--- src/rtl/cff_pkg.sv ---
package cff_pkg;
  localparam logic [2:0] OP_RD      = 3'd0;
  localparam logic [2:0] OP_WR      = 3'd1;
  localparam logic [2:0] OP_FLUSH   = 3'd2;
  localparam logic [2:0] OP_INVAL   = 3'd3;
  localparam logic [2:0] OP_WEVICT  = 3'd4;

  localparam int CM_BIT = 1;
  localparam int WE_BIT = 0;

  typedef enum logic [1:0] {
    DST_FWD  = 2'd0,
    DST_DIR  = 2'd1,
    DST_DONE = 2'd2
  } dest_e;

  function automatic logic is_maint(input logic [2:0] op);
    return (op == OP_FLUSH) || (op == OP_INVAL);
  endfunction
endpackage

--- src/rtl/cff_ctrl_reg.sv ---
module cff_ctrl_reg #(
  parameter int REG_W = 64
) (
  input  logic             clk,
  input  logic             rst_n,
  input  logic             reg_valid,
  input  logic             reg_write,
  input  logic             reg_secure,
  input  logic             reg_priv,
  input  logic [REG_W-1:0] reg_wdata,
  output logic             reg_resp_valid,
  output logic [REG_W-1:0] reg_rdata,
  output logic             reg_err,
  output logic             cm_en,
  output logic             we_en
);
  import cff_pkg::*;

  logic allowed;
  wire  unused_rsvd = ^reg_wdata[REG_W-1:2];

  assign allowed = reg_secure && reg_priv;

  always_ff @(posedge clk) begin
    if (!rst_n) begin
      cm_en          <= 1'b0;
      we_en          <= 1'b0;
      reg_resp_valid <= 1'b0;
      reg_rdata      <= '0;
      reg_err        <= 1'b0;
    end else begin
      reg_resp_valid <= reg_valid;
      reg_err        <= reg_valid && !allowed;
      reg_rdata      <= '0;
      if (reg_valid && allowed) begin
        if (reg_write) begin
          cm_en <= reg_wdata[CM_BIT];
          we_en <= reg_wdata[WE_BIT];
        end else begin
          reg_rdata[CM_BIT] <= cm_en;
          reg_rdata[WE_BIT] <= we_en;
        end
      end
    end
  end
endmodule

--- src/rtl/cff_stage.sv ---
module cff_stage #(
  parameter int W = 8
) (
  input  logic         clk,
  input  logic         rst_n,
  input  logic         in_valid,
  output logic         in_ready,
  input  logic [W-1:0] in_data,
  output logic         out_valid,
  input  logic         out_ready,
  output logic [W-1:0] out_data
);
  assign in_ready = !out_valid || out_ready;

  always_ff @(posedge clk) begin
    if (!rst_n) begin
      out_valid <= 1'b0;
      out_data  <= '0;
    end else if (in_ready) begin
      out_valid <= in_valid;
      if (in_valid) out_data <= in_data;
    end
  end
endmodule

--- src/rtl/cff_router.sv ---
module cff_router #(
  parameter int SW = 4
) (
  input  logic          clk,
  input  logic          rst_n,
  input  logic          req_valid,
  output logic          req_ready,
  input  logic [2:0]    req_op,
  input  logic [SW-1:0] req_src,
  input  logic          cm_en,
  input  logic          we_en,
  output logic          fwd_push,
  input  logic          fwd_room,
  output logic          dir_push,
  input  logic          dir_room,
  output logic          cmo_done,
  output logic [SW-1:0] cmo_done_src
);
  import cff_pkg::*;

  dest_e dest;

  always_comb begin
    dest = DST_FWD;
    if (is_maint(req_op) && !cm_en)         dest = DST_DONE;
    else if (req_op == OP_WEVICT && !we_en) dest = DST_DIR;
  end

  always_comb begin
    case (dest)
      DST_DIR:  req_ready = dir_room;
      DST_DONE: req_ready = 1'b1;
      default:  req_ready = fwd_room;
    endcase
  end

  assign fwd_push = req_valid && (dest == DST_FWD);
  assign dir_push = req_valid && (dest == DST_DIR);

  always_ff @(posedge clk) begin
    if (!rst_n) begin
      cmo_done     <= 1'b0;
      cmo_done_src <= '0;
    end else begin
      cmo_done <= req_valid && (dest == DST_DONE);
      if (req_valid && (dest == DST_DONE)) cmo_done_src <= req_src;
    end
  end
endmodule

--- src/rtl/coh_fwd_filter.sv ---
module coh_fwd_filter #(
  parameter int REG_W = 64,
  parameter int AW    = 32,
  parameter int DW    = 64,
  parameter int SW    = 4
) (
  input  logic             clk,
  input  logic             rst_n,
  input  logic             reg_valid,
  input  logic             reg_write,
  input  logic             reg_secure,
  input  logic             reg_priv,
  input  logic [REG_W-1:0] reg_wdata,
  output logic             reg_resp_valid,
  output logic [REG_W-1:0] reg_rdata,
  output logic             reg_err,
  input  logic             req_valid,
  output logic             req_ready,
  input  logic [2:0]       req_op,
  input  logic [AW-1:0]    req_addr,
  input  logic [DW-1:0]    req_data,
  input  logic [SW-1:0]    req_src,
  output logic             fwd_valid,
  input  logic             fwd_ready,
  output logic [2:0]       fwd_op,
  output logic [AW-1:0]    fwd_addr,
  output logic [DW-1:0]    fwd_data,
  output logic [SW-1:0]    fwd_src,
  output logic             dir_valid,
  input  logic             dir_ready,
  output logic [AW-1:0]    dir_addr,
  output logic [SW-1:0]    dir_src,
  output logic             cmo_done,
  output logic [SW-1:0]    cmo_done_src
);
  localparam int FWD_W = 3 + AW + DW + SW;
  localparam int DIR_W = AW + SW;

  logic cm_en, we_en;
  logic fwd_push, fwd_room, dir_push, dir_room;

  cff_ctrl_reg #(.REG_W(REG_W)) u_reg (
    .clk(clk), .rst_n(rst_n),
    .reg_valid(reg_valid), .reg_write(reg_write),
    .reg_secure(reg_secure), .reg_priv(reg_priv),
    .reg_wdata(reg_wdata), .reg_resp_valid(reg_resp_valid),
    .reg_rdata(reg_rdata), .reg_err(reg_err),
    .cm_en(cm_en), .we_en(we_en)
  );

  cff_router #(.SW(SW)) u_route (
    .clk(clk), .rst_n(rst_n),
    .req_valid(req_valid), .req_ready(req_ready),
    .req_op(req_op), .req_src(req_src),
    .cm_en(cm_en), .we_en(we_en),
    .fwd_push(fwd_push), .fwd_room(fwd_room),
    .dir_push(dir_push), .dir_room(dir_room),
    .cmo_done(cmo_done), .cmo_done_src(cmo_done_src)
  );

  cff_stage #(.W(FWD_W)) u_fwd (
    .clk(clk), .rst_n(rst_n),
    .in_valid(fwd_push), .in_ready(fwd_room),
    .in_data({req_op, req_addr, req_data, req_src}),
    .out_valid(fwd_valid), .out_ready(fwd_ready),
    .out_data({fwd_op, fwd_addr, fwd_data, fwd_src})
  );

  cff_stage #(.W(DIR_W)) u_dir (
    .clk(clk), .rst_n(rst_n),
    .in_valid(dir_push), .in_ready(dir_room),
    .in_data({req_addr, req_src}),
    .out_valid(dir_valid), .out_ready(dir_ready),
    .out_data({dir_addr, dir_src})
  );
endmodule

--- config.mk ---
export PLATFORM = sky130hd
export DESIGN_NAME = coh_fwd_filter
export DESIGN_NICKNAME = d
export VERILOG_FILES = /design/src/rtl/cff_pkg.sv /design/src/rtl/cff_ctrl_reg.sv /design/src/rtl/cff_stage.sv /design/src/rtl/cff_router.sv /design/src/rtl/coh_fwd_filter.sv
export SDC_FILE = /design/constraint.sdc
export NUM_CORES = 1
export LEC_CHECK = 0
export ABC_AREA = 0
export BUFFER_PORTS_ARGS = -buffer_cell sky130_fd_sc_hd__clkbuf_2
export CAP_MARGIN = 5
export CORE_AREA = 4 4 147 149
export DETAILED_ROUTE_END_ITERATION = 12
export DIE_AREA = 0 0 151 153
export PLACE_DENSITY_LB_ADDON = 0.1
export SLEW_MARGIN = 10
export SYNTH_ARGS = -nofsm -noshare
export SYNTH_HDL_FRONTEND = slang
export SYNTH_SLANG_ARGS = --single-unit
export TNS_END_PERCENT = 100
--- constraint.sdc ---
create_clock -name clk -period 2.4 [get_ports clk]
set_input_delay 0.24 -clock clk [delete_from_list [all_inputs] [get_ports clk]]
set_output_delay 0.24 -clock clk [all_outputs]
set_load 0.02 [all_outputs]
==> impl_metrics.tcl, run 1 <==
set metrics [dict create \
    first_iter_violations 147 \
    crit_required_ns 2.16 \
    cp_max_fo 6 \
    die_h_um 153 \
    coreArea_um2 20200 \
    leakagePower_nw 4.20 \
    remaining_drc_errors 0 \
    hp-class "input pin to flip-flop" \
    seq_area_frac_synth 0.480 \
    postRouteWirelength_mm 16.8 \
    syn2layout_area_growth_pct 30.3 \
    post_cts_buffers 0 \
    hpwlAfterDp_mm 12.3 \
    finalCriticalPeriod_ns 1.99 \
    r2r-start "u_reg.we_en" \
    endpoint "req_ready" \
    grt_pass1_vias 4906 \
    worst_setup_path_start_kind "flip-flop" \
    ys_ff_latch 152 \
    nNetsFinal 1097 \
    tightest_slew_ns 0.703 \
    cts_tree "done" \
    synth_edf_count 0 \
    rr_endpoint "u_fwd.out_data[86]" \
    place.gp.congestion 0.709 \
    cap_violations 0 \
    finalSetupTns_ns 0 \
    crit_start "u_reg.we_en" \
    p_per_area_nw_per_um2 787 \
    synth_largest_area_cell "dfxtp_1" \
    hold_depth 2 \
    maxSlewViolCount 0 \
    clk_latency_ns 0.42 \
    track_usage 0.143 \
    dieWidth_um 151 \
    clock-sinks 152 \
    ant_nets 0 \
    synth_area_um2 6340 \
    max_freq_ghz 0.504 \
    ys_types 24 \
    outcome "complete, no violations" \
    cts_buffers 17 \
    die_area_um2 23100 \
    wire_per_inst_um 14.0 \
    io_buffers 264 \
    maxSlewHeadroom 0.531 \
    cts_buffer_depth 2 \
    ios 389 \
    antenna_found_initial 1 \
    via_count 4941 \
    grt_setup_unrepaired "false" \
    yosys.cell_count.top_type "nand2_1" \
    place_inst 1172 \
    crit_type "flip-flop to primary output" \
    finalCritPeriodShare 0.827 \
    grt_max_degree 80 \
    cts-hold-fix-buffers 0 \
    antenna_cells 0 \
    r2r_cells 4 \
    synthCells 675 \
    cts.repair.resized 0 \
    rows 52 \
    endpoint_kind "primary output" \
    synth_commonest_cells "245 x nand2_1, 152 x dfxtp_1, 145 x mux2i_1" \
    critPathArrivalTime_ns 1.75 \
    overflow 0 \
    synthFlopType "dfxtp_1" \
    skew_ns 0.0110 \
    synth_top_area_share 0.480 \
    drtPass1Iterations 4 \
    htree_levels 4 \
    finalHoldViolCount 0 \
    clk_pin_slew_ns 0.06 \
    drive_above_1_share 0.329 \
    synth-async-reset-ratio 0 \
    ir_worst_vdd_mv 0.434 \
    finalSetupViolations 0 \
    yosysWarningCount 0 \
    ff2ff_setup_slack_ns 0.72 \
    avgViaCountPerCell 4.10 \
    fin_cells 1204 \
    avgSynthCellArea_um2 9.40 \
    cts_root_buf "clkbuf_16" \
    grt_pass1_wl_mm 26.2 \
    yosys-top-cells-area "dfxtp_1 48%, mux2i_1 23%, nand2_1 14%" \
    start_util 0.314 \
]
==> final cells by class <==
type | instances | area (um^2)
clock inverters | 13 | 191
repair buffers | 272 | 1440
fillers | 2145 | 11900
flip-flops and latches | 152 | 3040
well taps | 270 | 338
clock buffers | 19 | 443
inverters | 2 | 7.51
multi-input cells | 476 | 2800
==> worst min-delay path by stage <==
stage | from | endpoint | slack (ns)
after floorplan | reg_priv | u_reg.reg_err | 0.33
after global placement | u_fwd.out_data[45] | u_fwd.out_data[45] | 0.44
after detailed placement | u_fwd.out_data[21] | u_fwd.out_data[21] | 0.45
after CTS | reg_priv | u_reg.reg_err | 0.01
after global routing | req_data[8] | u_fwd.out_data[12] | 0.03
final | reg_priv | u_reg.reg_err | 0.04
==> logic make-up (layout without fill, tap and decap cells) <==
group / count (synthesis) / after routing / synth area share
flops: 152 / 152 / 0.480
compound gates: 4 / 4 / 0.00454
mux: 145 / 145 / 0.229
buf+inv: 108 / 306 / 0.115
other cells: 1 / 62 / 0.000591
simple gates: 265 / 265 / 0.171
==> report_power, final <==
group / internal, mW / switching [mW]
combinational: 0.315 / 0.576
sequential: 2.66 / 0.0670
clock: 1.78 / 1.10
==> worst max-delay path, stage by stage, from the launching register on <==
cell      delay [ns]
dfxtp_1         0.34
nor4b_4         0.48
nor2_1          0.10
a32oi_1         0.20
clkbuf_2        0.21
==> cell usage in the layout, fill, tap and decap left out, drive strengths merged <==
cell      netlist  layout
and2            3       3
nor4bb          1       1
a21oi           1       1
buf            78       9
nand2b          1       1
o21a            1       1
a21boi          1       1
a32oi           1       1
inv             2       6
nand3           1       1
nand2         245     245
nor3            1       1
bufinv          0       4
dfxtp         152     152
clkinv          0       3
mux2i         145     145
nor4b           2       2
nor3b           2       2
nor2            1       1
clkinvlp        0       2
nand4           1       1
conb            1      62
clkbuf         28     282
nor2b           7       7
==> metrics by stage <==
step	power [mW]	utilization	hold slack, ns	setup WS, ns	cell area [um^2]
after floorplan	3.45	-	0.331	0.939	6570
after global placement	3.68	0.378	0.445	0.650	7630
after detailed placement	3.68	0.378	0.447	0.645	7630
after CTS	6.62	0.410	0.0143	0.374	8260
after global routing	6.80	0.410	0.0283	0.295	8260
final	6.51	0.410	0.0360	0.414	8260
==> flip-flops by register name, indices dropped and copies added, names as in the netlist <==
signal,cells
u_reg.we_en,1
u_reg.cm_en,1
u_reg.reg_resp_valid,1
u_fwd.out_valid,1
u_dir.out_valid,1
u_reg.reg_rdata,2
u_reg.reg_err,1
u_fwd.out_data,103
u_route.cmo_done_src,4
u_dir.out_data,36
u_route.cmo_done,1
==> per-layer routing <==
layer,GRT usage,up-vias,wire (um)
li1,-,2557,-
met1,0.171,2156,7180
met2,0.220,203,7310
met3,0.0731,23,2030
met4,0.0509,2,302
met5,0,-,13
Power figures use the tool's default switching activity.
==> inputs of run 2 (changes only) <==
--- a/config.mk
+++ b/config.mk
@@ -8,9 +8,9 @@
 export ABC_AREA = 0
 export BUFFER_PORTS_ARGS = -buffer_cell sky130_fd_sc_hd__clkbuf_2
 export CAP_MARGIN = 5
-export CORE_AREA = 4 4 147 149
+export CORE_AREA = 4 4 151 153
 export DETAILED_ROUTE_END_ITERATION = 12
-export DIE_AREA = 0 0 151 153
+export DIE_AREA = 0 0 155 157
 export PLACE_DENSITY_LB_ADDON = 0.1
 export SLEW_MARGIN = 10
 export SYNTH_ARGS = -nofsm -noshare
==> constraint.sdc (replaced) <==
create_clock -name clk -period 1.87 [get_ports clk]
set_input_delay 0.187 -clock clk [delete_from_list [all_inputs] [get_ports clk]]
set_output_delay 0.187 -clock clk [all_outputs]
set_load 0.02 [all_outputs]
==> impl_metrics.tcl, run 2 (same netlist as run 1, synthesis figures left out) <==
set metrics [dict create \
    io_buffers 264 \
    worst_setup_path_start_kind "flip-flop" \
    path_cells "nor4b_4 -> nor2_1 -> a32oi_1 -> clkbuf_2" \
    fin_total_pwr_mw 8.47 \
    cts_root_buf "clkbuf_16" \
    reg_top3 "u_fwd.out_data (103), u_dir.out_data (36), u_route.cmo_done_src (4)" \
    endpoint_kind "primary output" \
    ant_nets 0 \
    crit_required_ns 1.68 \
    crit_family "simple AND/OR/NAND/NOR gates" \
    cts_tree "done" \
    drive_above_1_share 0.315 \
    cap_violations 0 \
    hpwlAfterDp_mm 12.0 \
    clk_latency_ns 0.42 \
    endpoint "req_ready" \
    slowest_delay_ns 0.34 \
    syn2layout_area_growth_pct 43.9 \
    nNetsFinal 1179 \
    critPathArrivalTime_ns 1.55 \
    most-common-layout-cells "263 x clkbuf_2, 245 x nand2_1, 152 x dfxtp_1" \
    crit_start "u_reg.we_en" \
    remaining_drc_errors 0 \
    antenna_cells 0 \
    r2r_cells 6 \
    htree_levels 4 \
    hp-class "input pin to flip-flop" \
    grt_pass1_wl_mm 27.1 \
    rows 54 \
    outcome "complete, no violations" \
    cp_num_buf_inv 1 \
    r2r-start "u_reg.we_en" \
    dieWidth_um 155 \
    avgViaCountPerCell 4.06 \
    ff2ff_setup_slack_ns 0.16 \
    postRouteWirelength_mm 16.9 \
    finalSetupViolations 0 \
    finalHoldViolCount 0 \
    clock-sinks 152 \
    die_h_um 157 \
    layout_commonest_cell "clkbuf_2" \
    max_freq_ghz 0.575 \
    skew_ns 0.00820 \
    worst-path-stages 4 \
    clk_pin_slew_ns 0.06 \
    rr_endpoint "u_fwd.out_data[37]" \
    grt_pass1_vias 5263 \
    antenna_found_initial 0 \
    cp_max_fo 4 \
    grt_max_degree 69 \
    finalCritPeriodShare 0.929 \
    track_usage 0.137 \
    overflow 0 \
    n_fill_cell 2177 \
    place.gp.congestion 0.704 \
    maxSlewViolCount 0 \
    cts_buffers 17 \
    start_util 0.294 \
    wire_per_inst_um 13.1 \
    largest_reg_flops 103 \
    p_per_area_nw_per_um2 928 \
    finalSetupTns_ns 0 \
    multiInputGateArea_um2 2810 \
    ir_worst_vdd_mv 0.444 \
    die_area_um2 24300 \
    leakagePower_nw 4.57 \
    slowest_stage "dfxtp_1" \
    ios 389 \
    cts_buffer_depth 2 \
    drtPass1Iterations 4 \
    via_count 5254 \
    grt_setup_unrepaired "false" \
    first_iter_violations 167 \
    coreArea_um2 21600 \
    crit_type "flip-flop to primary output" \
    regMostFlops "u_fwd.out_data" \
    seqCellArea_um2 3040 \
    finalCriticalPeriod_ns 1.74 \
]
==> run 2: changes by cell type in the layout (fill, tap and decap cells not counted) <==
cell           before  now
buf_12              4    9
buf_4               4   12
clkbuf_1            1    0
clkbuf_8            1    2
clkinv_4            1    2
dlygate4sd3_1       0   69
inv_6               3    1
inv_8               1    0
nor3b_2             1    0
nor3b_4             0    1
==> run 2: timing repair <==
action | in CTS | in global routing
hold buffers | 69 | 0
endpoints found under the setup margin | 1 | 3
setup buffers | 2 | 0
pin swaps | 1 | 1
gates resized for setup | 0 | 1
hold endpoints to repair | 69 | 0
==> run 2: area by class of cell <==
cell class,instances,area share
clock inverter,11,0.0188
sequential,152,0.334
clock buffer,19,0.0496
tap,280,0.0384
multi-input combinational,476,0.308
inverter,2,0.000823
timing repair buffer,354,0.251
==> run 2: power breakdown <==
group	internal (mW)	total [mW]	switching, mW	leakage [nW]
sequential	3.41	3.50	0.0876	1.24
combinational	0.537	1.31	0.769	3.03
clock	2.30	3.66	1.37	0.301
==> run 2: worst min path at each step <==
| stage | depth (start not counted) | end | from | slack [ns] |
|---|---|---|---|---|
| floorplan | 1 | u_reg.reg_err | reg_priv | 0.28 |
| global placement | 2 | u_reg.reg_err | reg_priv | 0.40 |
| detailed placement | 2 | u_reg.reg_err | reg_priv | 0.40 |
| CTS | 3 | u_fwd.out_data[95] | req_addr[27] | 0.002 |
| global route | 3 | u_fwd.out_data[82] | req_addr[14] | 0.01 |
| finish | 3 | u_fwd.out_data[37] | req_data[33] | 0.02 |
==> run 2: layer usage <==
metal  vias up  GRT usage  wire length (um)
met3        15     0.0583              1600
met1      2326      0.171              7530
met2       203      0.218              7580
li1       2710          -                 -
met4         0     0.0421               218
met5         -          0                 0
==> run 2: per-stage QoR <==
| stage | instance area (um^2) | setup slack (ns) | hold slack (ns) | std cells | utilization |
|---|---|---|---|---|---|
| 4_1_cts | 9120 | 0.0687 | 0.00190 | 1294 | 0.423 |
| 3_3_place_gp | 7790 | 0.196 | 0.400 | 1193 | 0.361 |
| 5_1_grt | 9120 | 0.00546 | 0.0149 | 1294 | 0.423 |
| 2_1_floorplan | 6570 | 0.420 | 0.278 | 736 | - |
| 6_report | 9120 | 0.132 | 0.0240 | 1294 | 0.423 |
| 3_5_place_dp | 7790 | 0.191 | 0.401 | 1193 | 0.361 |
==> run 2: worst register-to-register path, cell delays in order, from the launching register on <==
cell     delay [ns]
dfxtp_1        0.38
nor4b_4        0.08
buf_4          0.15
nor4b_4        0.37
buf_12         0.25
buf_12         0.22
mux2i_1        0.20
==> inputs of run 3 (changes only) <==
--- a/config.mk
+++ b/config.mk
@@ -8,9 +8,12 @@
 export ABC_AREA = 0
 export BUFFER_PORTS_ARGS = -buffer_cell sky130_fd_sc_hd__clkbuf_2
 export CAP_MARGIN = 5
-export CORE_AREA = 4 4 151 153
+export CELL_PAD_IN_SITES_DETAIL_PLACEMENT = 2
+export CELL_PAD_IN_SITES_GLOBAL_PLACEMENT = 2
+export CORE_ASPECT_RATIO = 0.5
+export CORE_MARGIN = 4
+export CORE_UTILIZATION = 23
 export DETAILED_ROUTE_END_ITERATION = 12
-export DIE_AREA = 0 0 155 157
 export PLACE_DENSITY_LB_ADDON = 0.1
 export SLEW_MARGIN = 10
 export SYNTH_ARGS = -nofsm -noshare
==> impl_metrics.tcl, run 3 (same netlist as run 1, synthesis figures left out) <==
set metrics [dict create \
    slowest_stage "dfxtp_4" \
    setup_slack_ns 0.0415 \
    endpoint_kind "primary output" \
    place.gp.congestion 0.738 \
    outcome "complete, no violations" \
    clk_latency_ns 0.44 \
    remaining_drc_errors 0 \
    leakagePower_nw 4.70 \
    crit_required_ns 1.68 \
    routedLengthMet1_mm 8.53 \
    grt_pass1_wl_mm 34.9 \
    cp_max_fo 3 \
    cp_num_buf_inv 3 \
    pwr-share-comb 0.157 \
    crit_type "flip-flop to primary output" \
    avgViaCountPerCell 4.05 \
    cts_buffers 17 \
    fin_util 0.356 \
    max_freq_ghz 0.547 \
    cpMostUsedCell "buf_4" \
    rows 42 \
    place_ws_ns 0.169 \
    place_inst 1262 \
    finalSetupViolations 0 \
    htree_levels 4 \
    swShare 0.269 \
    hpwlAfterDp_mm 16.0 \
    finalCritPeriodShare 0.978 \
    crit_family "buffers and inverters" \
    postRouteWirelength_mm 22.5 \
    p_per_area_nw_per_um2 925 \
    ios 389 \
    slowest_delay_ns 0.36 \
    fin_cells 1395 \
    most-common-layout-cells "262 x clkbuf_2, 245 x nand2_1, 151 x dfxtp_1" \
    hp-class "input pin to flip-flop" \
    clk_pin_slew_ns 0.06 \
    drtPass1Iterations 4 \
    wl_met3_um 873 \
    start_util 0.237 \
    grt_setup_unrepaired "true" \
    maxSlewViolCount 0 \
    ant_nets 0 \
    reg_top3 "u_fwd.out_data (103), u_dir.out_data (36), u_route.cmo_done_src (4)" \
    io_buffers 264 \
    grt_pass1_vias 6185 \
    cts_tree "done" \
    die_area_um2 30500 \
    die_h_um 125 \
    seqPwrFrac 0.397 \
    power_frac_clock 0.446 \
    internal-power_mw 6.45 \
    regMostFlops "u_fwd.out_data" \
    coreArea_um2 26800 \
    overflow 0 \
    met2_length_mm 12.7 \
    worst_setup_path_start_kind "flip-flop" \
    drive_above_1_share 0.310 \
    first_iter_violations 123 \
    via_count 5654 \
    dieWidth_um 243 \
    path_cells "nor4b_4 -> buf_4 -> buf_4 -> a32oi_2 -> buf_4" \
    maxUsedRoutingLayer "met4" \
    critPathArrivalTime_ns 1.64 \
    syn2layout_area_growth_pct 50.4 \
    cap_violations 0 \
    finalHoldViolCount 0 \
    cts_buffer_depth 2 \
    wire_per_inst_um 16.1 \
    grt_max_degree 77 \
    largest_reg_flops 103 \
    power.switching_mw 2.38 \
    nNetsFinal 1205 \
    ir_worst_vdd_mv 0.650 \
    cts_root_buf "clkbuf_16" \
    skew_ns 0.00707 \
    finalCriticalPeriod_ns 1.83 \
    track_usage 0.146 \
    clock-sinks 152 \
    layout_commonest_cell "clkbuf_2" \
    antenna_found_initial 1 \
]
-- run 3: path summary, 6_finish.rpt --
check	startpoint	end	slack, ns	depth (start not counted)
hold reg to reg	u_fwd.out_data[60]	u_fwd.out_data[60]	0.46	2
setup / recovery	u_reg.we_en	req_ready	0.04	5
setup reg to reg	u_reg.we_en	u_fwd.out_data[25]	0.11	6
hold / removal	req_addr[15]	u_dir.out_data[19]	0.02	3
-- run 3: tightest hold or removal path, stage by stage --
cell	delay (ns)
clkbuf_2	0.08
nand2_1	0.07
mux2i_1	0.07
-- run 3: per-stage QoR --
step	hold slack [ns]	cell area, um^2	power (mW)	setup TNS (ns)
3_5_place_dp	0.404	7860	4.81	0
4_1_cts	0.000714	9510	9.00	0
3_3_place_gp	0.400	7860	4.78	0
2_1_floorplan	0.278	6570	4.43	0
5_1_grt	0.0150	9540	9.26	-0.0572
6_report	0.0224	9540	8.83	0
-- run 3: layer usage --
metal / global-route usage / up-vias
met5: 0 / -
met4: 0.0427 / 0
met3: 0.0407 / 18
met2: 0.287 / 116
met1: 0.151 / 2762
li1: - / 2758
-- run 3: final cells by class --
class	instances	area (um^2)
fillers	3004	17300
repair buffers	380	2560
inverters	2	7.51
multi-input cells	476	2830
flip-flops and latches	152	3050
clock buffers	20	467
clock inverters	12	196
diodes	1	2.50
well taps	352	440
-- run 3: power groups by stage --
stage                     sequential (mW)  clock [mW]  combinational (mW)
final                                3.50        3.94                1.39
after global routing                 3.52        4.23                1.51
after CTS                            3.50        4.09                1.41
after detailed placement             3.57           0                1.23
after global placement               3.56           0                1.21
after floorplan                      3.78           0               0.653
-- run 3: timing repair --
action                                  4_1_cts  5_1_grt
hold buffers                                 97        0
gates cloned                                  0        0
setup buffers                                 2        1
resized for setup                             2        5
endpoints found under the setup margin        1        2
pin swaps                                     1        3
hold endpoints to repair                    118        0
